--- src/rtl/sport_pkg.sv ---
package sport_pkg;

    localparam int unsigned BUS_W   = 32;
    localparam int unsigned BYTE_W  = 8;
    localparam int unsigned WIN_W   = 12;
    localparam logic [BUS_W-1:0] PORT_BASE = 32'h1000_0000;

    localparam logic [WIN_W-1:0] OFS_TXD  = 12'h000;
    localparam logic [WIN_W-1:0] OFS_RXD  = 12'h004;
    localparam logic [WIN_W-1:0] OFS_STAT = 12'h008;

    localparam int unsigned STAT_TXBUSY = 0;
    localparam int unsigned STAT_RXAVL  = 1;

    typedef enum logic [1:0] {
        SEL_NONE,
        SEL_TXD,
        SEL_RXD,
        SEL_STAT
    } reg_sel_e;

    typedef struct packed {
        reg_sel_e sel;
        logic     rd;
        logic     wr;
    } req_dec_t;

    function automatic logic [BUS_W-1:0] pack_status(input logic tx_busy, input logic rx_avail);
        logic [BUS_W-1:0] w;
        w = '0;
        w[STAT_TXBUSY] = tx_busy;
        w[STAT_RXAVL]  = rx_avail;
        return w;
    endfunction

    function automatic logic [BUS_W-1:0] zext_byte(input logic [BYTE_W-1:0] b);
        return {{(BUS_W-BYTE_W){1'b0}}, b};
    endfunction

endpackage

--- src/rtl/sport_decode.sv ---
module sport_decode
    import sport_pkg::*;
(
    input  logic             valid,
    input  logic             write,
    input  logic [BUS_W-1:0] addr,
    output req_dec_t         dec
);
    logic             in_window;
    logic [WIN_W-1:0] offset;

    assign in_window = (addr[BUS_W-1:WIN_W] == PORT_BASE[BUS_W-1:WIN_W]);
    assign offset    = addr[WIN_W-1:0];

    always_comb begin
        dec.rd  = valid && !write;
        dec.wr  = valid && write;
        dec.sel = SEL_NONE;
        if (valid && in_window) begin
            unique case (offset)
                OFS_TXD:  dec.sel = SEL_TXD;
                OFS_RXD:  dec.sel = SEL_RXD;
                OFS_STAT: dec.sel = SEL_STAT;
                default:  dec.sel = SEL_NONE;
            endcase
        end
    end
endmodule

--- src/rtl/sport_rx_fifo.sv ---
module sport_rx_fifo #(
    parameter int unsigned DEPTH = 16,
    parameter int unsigned WIDTH = 8
) (
    input  logic             clk,
    input  logic             rst,
    input  logic             push,
    input  logic [WIDTH-1:0] push_data,
    input  logic             pop,
    output logic [WIDTH-1:0] head,
    output logic             empty,
    output logic             full
);
    localparam int unsigned AW = $clog2(DEPTH);

    logic [WIDTH-1:0] store [DEPTH];
    logic [AW:0]      wptr;
    logic [AW:0]      rptr;
    logic             do_push;
    logic             do_pop;

    assign empty   = (wptr == rptr);
    assign full    = (wptr[AW] != rptr[AW]) && (wptr[AW-1:0] == rptr[AW-1:0]);
    assign do_push = push && !full;
    assign do_pop  = pop && !empty;
    assign head    = store[rptr[AW-1:0]];

    always_ff @(posedge clk) begin
        if (do_push) begin
            store[wptr[AW-1:0]] <= push_data;
        end
    end

    always_ff @(posedge clk) begin
        if (rst) begin
            wptr <= '0;
            rptr <= '0;
        end else begin
            if (do_push) wptr <= wptr + 1'b1;
            if (do_pop)  rptr <= rptr + 1'b1;
        end
    end

    a_r7_no_overflow: assert property (@(posedge clk) disable iff (rst)
        (push && full) |=> $stable(wptr));

    a_r6_empty_pop: assert property (@(posedge clk) disable iff (rst)
        (pop && empty) |=> $stable(rptr));

    a_r7_fill_limit: assert property (@(posedge clk) disable iff (rst)
        (wptr - rptr) <= (AW+1)'(DEPTH));
endmodule

--- src/rtl/sport_tx_hold.sv ---
module sport_tx_hold #(
    parameter int unsigned WIDTH = 8
) (
    input  logic             clk,
    input  logic             rst,
    input  logic             load,
    input  logic [WIDTH-1:0] load_data,
    input  logic             line_busy,
    input  logic             ready,
    output logic             valid,
    output logic [WIDTH-1:0] data,
    output logic             busy
);
    logic             pend_q;
    logic [WIDTH-1:0] byte_q;

    assign busy  = pend_q || line_busy;
    assign valid = pend_q;
    assign data  = byte_q;

    always_ff @(posedge clk) begin
        if (rst) begin
            pend_q <= 1'b0;
            byte_q <= '0;
        end else if (pend_q) begin
            if (ready) pend_q <= 1'b0;
        end else if (load && !line_busy) begin
            pend_q <= 1'b1;
            byte_q <= load_data;
        end
    end

    a_r2_hold_offer: assert property (@(posedge clk) disable iff (rst)
        (valid && !ready) |=> (valid && $stable(data)));

    a_r10_release: assert property (@(posedge clk) disable iff (rst)
        (valid && ready) |=> !valid);

    a_r3_busy_ignored: assert property (@(posedge clk) disable iff (rst)
        (load && line_busy && !valid) |=> !valid);
endmodule

--- src/rtl/mmio_serial_port.sv ---
module mmio_serial_port
    import sport_pkg::*;
#(
    parameter int unsigned RX_DEPTH = 16
) (
    input  logic              clk,
    input  logic              rst,
    input  logic              bus_req_valid,
    output logic              bus_req_ready,
    input  logic              bus_req_write,
    input  logic [BUS_W-1:0]  bus_req_addr,
    input  logic [BUS_W-1:0]  bus_req_wdata,
    output logic              bus_rsp_valid,
    output logic [BUS_W-1:0]  bus_rsp_rdata,
    output logic              tx_valid,
    output logic [BYTE_W-1:0] tx_data,
    input  logic              tx_ready,
    input  logic              tx_line_busy,
    input  logic              rx_strobe,
    input  logic [BYTE_W-1:0] rx_byte
);
    req_dec_t          dec;
    logic              tx_busy;
    logic              rx_pop;
    logic [BYTE_W-1:0] rx_head;
    logic              rx_empty;
    logic              rx_full;
    logic [BUS_W-1:0]  rd_word;
    logic              stat_rd_q;

    assign bus_req_ready = 1'b1;

    sport_decode u_dec (
        .valid (bus_req_valid),
        .write (bus_req_write),
        .addr  (bus_req_addr),
        .dec   (dec)
    );

    sport_tx_hold #(.WIDTH(BYTE_W)) u_tx (
        .clk       (clk),
        .rst       (rst),
        .load      (dec.wr && dec.sel == SEL_TXD),
        .load_data (bus_req_wdata[BYTE_W-1:0]),
        .line_busy (tx_line_busy),
        .ready     (tx_ready),
        .valid     (tx_valid),
        .data      (tx_data),
        .busy      (tx_busy)
    );

    assign rx_pop = dec.rd && dec.sel == SEL_RXD;

    sport_rx_fifo #(.DEPTH(RX_DEPTH), .WIDTH(BYTE_W)) u_rxq (
        .clk       (clk),
        .rst       (rst),
        .push      (rx_strobe),
        .push_data (rx_byte),
        .pop       (rx_pop),
        .head      (rx_head),
        .empty     (rx_empty),
        .full      (rx_full)
    );

    always_comb begin
        unique case (dec.sel)
            SEL_RXD:  rd_word = rx_empty ? '0 : zext_byte(rx_head);
            SEL_STAT: rd_word = pack_status(tx_busy, !rx_empty);
            default:  rd_word = '0;
        endcase
    end

    always_ff @(posedge clk) begin
        if (rst) begin
            bus_rsp_valid <= 1'b0;
            bus_rsp_rdata <= '0;
            stat_rd_q     <= 1'b0;
        end else begin
            bus_rsp_valid <= dec.rd;
            stat_rd_q     <= dec.rd && dec.sel == SEL_STAT;
            if (dec.rd) bus_rsp_rdata <= rd_word;
        end
    end

    a_r8_rsp_after_read: assert property (@(posedge clk) disable iff (rst)
        bus_rsp_valid |-> $past(bus_req_valid && !bus_req_write));

    a_r8_single_rsp: assert property (@(posedge clk) disable iff (rst)
        (bus_req_valid && !bus_req_write) |=> bus_rsp_valid);

    a_r4_status_clean: assert property (@(posedge clk) disable iff (rst)
        (bus_rsp_valid && stat_rd_q) |-> (bus_rsp_rdata[BUS_W-1:2] == '0));

    a_r5_rx_upper_zero: assert property (@(posedge clk) disable iff (rst)
        (bus_rsp_valid && !stat_rd_q) |-> (bus_rsp_rdata[BUS_W-1:BYTE_W] == '0));

    a_r7_full_drop: assert property (@(posedge clk) disable iff (rst)
        (rx_full && rx_strobe && !rx_pop) |=> rx_full);
endmodule

--- config.mk ---
export PLATFORM = sky130hd
export DESIGN_NAME = mmio_serial_port
export DESIGN_NICKNAME = d
export VERILOG_FILES = /design/src/rtl/sport_pkg.sv /design/src/rtl/sport_decode.sv /design/src/rtl/sport_rx_fifo.sv /design/src/rtl/sport_tx_hold.sv /design/src/rtl/mmio_serial_port.sv
export SDC_FILE = /design/constraint.sdc
export NUM_CORES = 1
export LEC_CHECK = 0
export CELL_PAD_IN_SITES_DETAIL_PLACEMENT = 1
export CELL_PAD_IN_SITES_GLOBAL_PLACEMENT = 2
export CORE_MARGIN = 1
export CORE_UTILIZATION = 35
export CTS_BUF_LIST = sky130_fd_sc_hd__clkbuf_8
export DETAILED_ROUTE_END_ITERATION = 8
export GPL_TIMING_DRIVEN = 0
export HOLD_SLACK_MARGIN = 0.08
export PLACE_DENSITY = 0.87
export SETUP_SLACK_MARGIN = 0.3
export SYNTH_ARGS = -nofsm -noshare
export SYNTH_HDL_FRONTEND = slang
export SYNTH_SLANG_ARGS = --single-unit
--- constraint.sdc ---
create_clock -name clk -period 2 [get_ports clk]
set_clock_uncertainty 0.1 [all_clocks]
set_input_delay 0.2 -clock clk [delete_from_list [all_inputs] [get_ports clk]]
set_output_delay 0.2 -clock clk [all_outputs]
set_load 0.02 [all_outputs]
* Word-level counts from Yosys, hierarchy flattened
Memories as Yosys holds them, arrays and structs flattened. A register that Yosys moved wholly into a read port is not among the register bits.
Cells that the tools add are included.
** Storage, ports and cells
- Flip-flop bits (word level) :: 52
- Logic and storage cells :: 46
- RAM bits :: 128
- Bits of input ports :: 79
- Output and inout bits :: 43
- Memories kept :: 1
** Memories
- u_rxq.store :: depth 16, width 8, rd ports 1, clocked after memory_dff 1, wr ports 1, line sport_rx_fifo.sv:16 : logic [WIDTH-1:0] store [DEPTH];
** Operators by class
- Equal/unequal tests :: 9
- $add $sub $neg :: 2
- Reductions and logical operators :: 16
- Muxes and demuxes :: 11
- Bitwise logic cells :: 1
** Operators by type and width (number)
- equality test 20 x 17 -> 1 bit (second input constant) :: 1
- one-hot mux 8 bit (2 select lines) :: 1
- equality test 12 x 3 -> 1 bit (second input constant) :: 1
- equality test 12 x 4 -> 1 bit (second input constant) :: 1
- zero test 12 bit :: 1
- adder 5 x 1 -> 5 bit (second input constant) :: 2
- logical AND 1 bit :: 9
- two-way mux 4 bit :: 2
- two-way mux 8 bit :: 1
- one-hot mux 2 bit (3 select lines) :: 1
- equality test 5 bit :: 1
- two-way mux 1 bit :: 5
- equality test 2 bit (second input constant) :: 2
- equality test 4 bit :: 1
- zero test 1 bit :: 4
- equality test 2 x 1 -> 1 bit (second input constant) :: 1
- two-way mux 2 bit :: 1
- AND reduction 2 bit :: 1
- logical OR 1 bit :: 1
- != test 1 bit :: 1
- NOT 1 bit :: 1

* Longest topological paths before layout
- Depth after elaboration :: 8
- Depth in mapped cells :: 7
- Depth with buffers taken out :: 5

* Hierarchy
Synthesis repeated with hierarchy kept, for this count alone.
** Unflattened totals
- Cell total of the unflattened synthesis :: 394
- Area, all modules :: 6871.6 sq um
** By module, submodules not included
- sport_rx_fifo :: seq. area each 4124.0 sq um, instances 1, cells an instance 283, area each 5829.3 sq um
- mmio_serial_port :: seq. area each 180.2 sq um, instances 1, cells an instance 57, area each 526.8 sq um
- sport_tx_hold :: seq. area each 180.2 sq um, instances 1, cells an instance 39, area each 411.6 sq um
- sport_decode :: seq. area each 0.0 sq um, instances 1, cells an instance 15, area each 103.8 sq um

* Worst setup path after synthesis
Ideal clock, no wire load.
- Path type :: reg2reg
- Start point :: register u_rxq.rptr[4]
- End point :: memory u_rxq.store[0][0] (enable)
- Buffers on the path :: 0
- Clock period less this slack :: 2.176 ns
- Path slack :: -0.176 ns
- Library setup time :: 0.383 ns
- Arrival :: 1.693 ns
- Stages on the path, launching flop included :: 5
- Required time :: 1.517 ns
- Cell sequence :: dfxtp_1 > xnor2_1 > o21a_1 > nand2_1 > nor3_1
** On the way
- Word-level cells in the longest chain between the ends :: 6
** Ends and longest elaborated chain
- start, declared :: line sport_rx_fifo.sv:18 : logic [AW:0] rptr;
- start signal, assigned :: line sport_rx_fifo.sv:40 : if (do_pop) rptr <= rptr + 1'b1;
- != test 1 bit :: line sport_rx_fifo.sv:23 : assign full = (wptr[AW] != rptr[AW]) && (wptr[AW-1:0] == rptr[AW-1:0]);
- logical AND 1 bit :: line sport_rx_fifo.sv:23
- zero test 1 bit :: line sport_rx_fifo.sv:24 : assign do_push = push && !full;
- logical AND 1 bit :: line sport_rx_fifo.sv:24
- two-way mux 1 bit :: line sport_rx_fifo.sv:29 : if (do_push) begin
- two-way mux 1 bit (not written as such) :: line sport_rx_fifo.sv:30 : store[wptr[AW-1:0]] <= push_data;
- end, declared :: line sport_rx_fifo.sv:16
No other way between the ends.

==> results.md <==
* Post-synth top cells: edfxtp_1 (128), dfxtp_1 (32), mux4_2 (32), nor2_1 (32), buf_4 (28)
* Syn Std Cell Area at 6610 µm²
* Gr usage total at 19.5%
* Total power at 0.00668 W
* Drc violations at 0
* Count leader, synth: edfxtp_1
* DR iter-0 viols at 218
* Placed cells at 723
* Status: finished, violations left
* Via density at 5.04
* Fin. max-slew vios at 0
* PwrDens at 705 nW/µm²
* Largest net degree at the start of global routing at 17
* Skew-Pair Late Insertion Delay at 0.47 ns
* Drt wl/cell at 22.4 µm
* Maxcap violations at 0
* Clock buffer depth at 2
* Congestion Overflow GR at 0
* DRT Pass-1 Iters at 4
* Post-synthesis register bit count at 160
* Arr. time, crit path at 2.30 ns
* Final Routed Wirelength at 18.0 mm
* Fmax at 487 MHz
* CORE AREA at 18200 µm²
* Synth warn at 0
* Cells after synthesis at 400
* Largest fanout on the critical path at 4
* Max_slew headroom at 49.3%
* Initial Utilization at 36.3%
* Slowest stage delay, CP at 0.51 ns
* Total die area at 19400 µm²
* Final hold vios at 0
* Top_reg_cell synth: edfxtp_1
* PnR worst setup slack at -0.0520 ns
* Setup TNS at -0.0948 ns
* LEAKAGE at 3.31 nW
* RSZ-0062 raised after global routing: yes
* Period utilization at 103%
* Worst-path clk slew at 0.09 ns
* Buf/Inv on CP at 1
* CTS buffer count at 17
* Crit Path Class: reg2reg
* Post-synth ARST share at 0%
* CTS tree: yes
* Antenna violations before repair at 0
* Pre-CTS WS at -0.708 ns
* Synth top area share at 58.2%
* Setup-failing EPs final at 6
* Hold/Removal Path Class: in2reg
* Vias in the first global route at 4492
* Final Critical Period at 2.05 ns
* Num ports at 122
* Setup crit end kind: flop
* Mean Syn Cell Area at 16.5 µm²
* Critical path's top delay family: multiplexers
* IO buf count at 71
* DIE WIDTH at 139 µm
* Layout cell share with drive strength beyond 1 at 40.7%
* Rows at 49
* H-tree levels at 4
* Min-delay src: bus_req_valid
* Worst-path cell chain: buf_4, mux4_2, nor2b_1, o32ai_2, a222oi_1, nor3_1
* Sequential area share after synthesis at 67.9%
* Clk sinks at 160
* First-pass GRT wire length at 26.9 mm
* Crit path max-delay cell type: mux4_2
* Worst-Margin Slew at 0.760 ns
* Violated checks: negative setup slack
* Final Net Count at 646
* CP required at 2.25 ns
* Peak VDD IR at 0.458 mV
* Post-synth EDFFs at 128
* Top post-synthesis cells by area: edfxtp_1 (58%), mux4_2 (11%), dfxtp_1 (9.7%), buf_4 (3.2%), mux2i_1 (2.7%)
* Total number of vias at 4050
* Root Buffer: clkbuf_8
* Hpwl dp at 10.6 mm
* ANT cells at 0
* Yosys cell types at 47
* Area leader, netlist: edfxtp_1
* RD Place Congestion at 0.767
* Final Non-Filler Cells at 804
* Critical Path Start Type: flop
* Synth-to-layout area growth at 43.3%
* Final ANT Viol Nets at 0
* Die H at 139 µm
## path summary, 6_finish.rpt
kind	slack (ns)	cells after the start	endpoint
max	-0.05	6	bus_rsp_rdata[1]
min	0.23	3	bus_rsp_valid
max reg2reg	-0.05	6	bus_rsp_rdata[1]
min reg2reg	0.38	1	bus_rsp_rdata[4]
## power breakdown
group,internal (W),total (W),switching [W]
registers,0.00362,0.00364,0.0000182
logic,0.000243,0.000504,0.000260
clock network,0.00125,0.00253,0.00128
total,0.00512,0.00668,0.00156
## flip-flops by register name (all words and copies together), names as in the netlist, named ones only
register       cells
bus_rsp_rdata      8
u_tx.data          8
u_tx.valid         1
bus_rsp_valid      1
u_rxq.store      128
u_rxq.wptr         5
u_rxq.rptr         5
## timing repair
item                                    in CTS  in global routing
gates cloned                                 4                  0
buffers inserted                            35                  8
endpoints found under the setup margin     173                158
hold endpoints to repair                     3                  0
hold buffers                                 2                  0
pin swaps                                   44                 26
gates resized for setup                     96                 43
## metrics by stage
stage / utilization (%) / instance area (µm²) / hold WS [ns]
2_1_floorplan: - / 6910 / 0.199
3_3_place_gp: 43.4 / 7900 / 0.360
3_5_place_dp: 43.4 / 7900 / 0.370
4_1_cts: 50.6 / 9210 / 0.201
5_1_grt: 52.0 / 9470 / 0.236
6_report: 52.0 / 9470 / 0.226
## cells in the final DEF (no fill, tap or decap), types with 6 or more instances in the layout
| master | netlist | final |
|---|---|---|
| edfxtp_1 | 128 | 128 |
| buf_4 | 28 | 43 |
| clkdlybuf4s50_1 | 0 | 41 |
| mux4_2 | 32 | 32 |
| conb_1 | 2 | 25 |
| buf_12 | 0 | 21 |
| dfxtp_1 | 32 | 21 |
| dlygate4sd2_1 | 0 | 20 |
| nor2_1 | 32 | 18 |
| clkbuf_8 | 0 | 18 |
| mux2i_1 | 18 | 13 |
| buf_6 | 1 | 13 |
| nor2_4 | 0 | 12 |
| dfxtp_2 | 0 | 10 |
| dlymetal6s2s_1 | 0 | 10 |
| a21oi_2 | 0 | 8 |
| nor2b_1 | 9 | 7 |
| inv_1 | 6 | 6 |
| a22o_1 | 6 | 6 |
## worst register-to-register path, stage by stage, from the launching register on
cell,delay [ns]
dfxtp_4,0.41
buf_4,0.14
mux4_2,0.51
nor2b_1,0.21
o32ai_2,0.13
a222oi_1,0.33
nor3_1,0.09
## final cells by class
cell class / instances / area, µm²
plain buffers: 43 / 373
clock buffers: 17 / 234
clock inverters: 15 / 183
fillers: 1713 / 8740
inverters: 6 / 22.5
multi-input cells: 214 / 2480
flip-flops and latches: 160 / 4500
well taps: 229 / 287
repair buffers: 120 / 1390
## routing by layer
metal	share of wire (%)	track usage, %	routed length, µm
met1	38	21.2	6910
met2	55	36.0	9980
met3	4.2	4.75	749
met4	2.1	8.19	384
met5	0	0	0
## logic make-up (layout without fill, tap and decap cells)
logic type,Yosys count,in the layout,share of synthesized area [%]
AOI/OAI and AO/OA,42,42,4.70
xor gates and xnor gates,10,10,1.33
adders and majority gates,5,5,0.947
muxes,51,51,13.8
DFF,160,160,67.9
and+or+nand+nor,81,81,6.68
other,2,25,0.114
buffers and inverters,49,201,4.56
No activity file was read; power rests on OpenSTA's default activity.
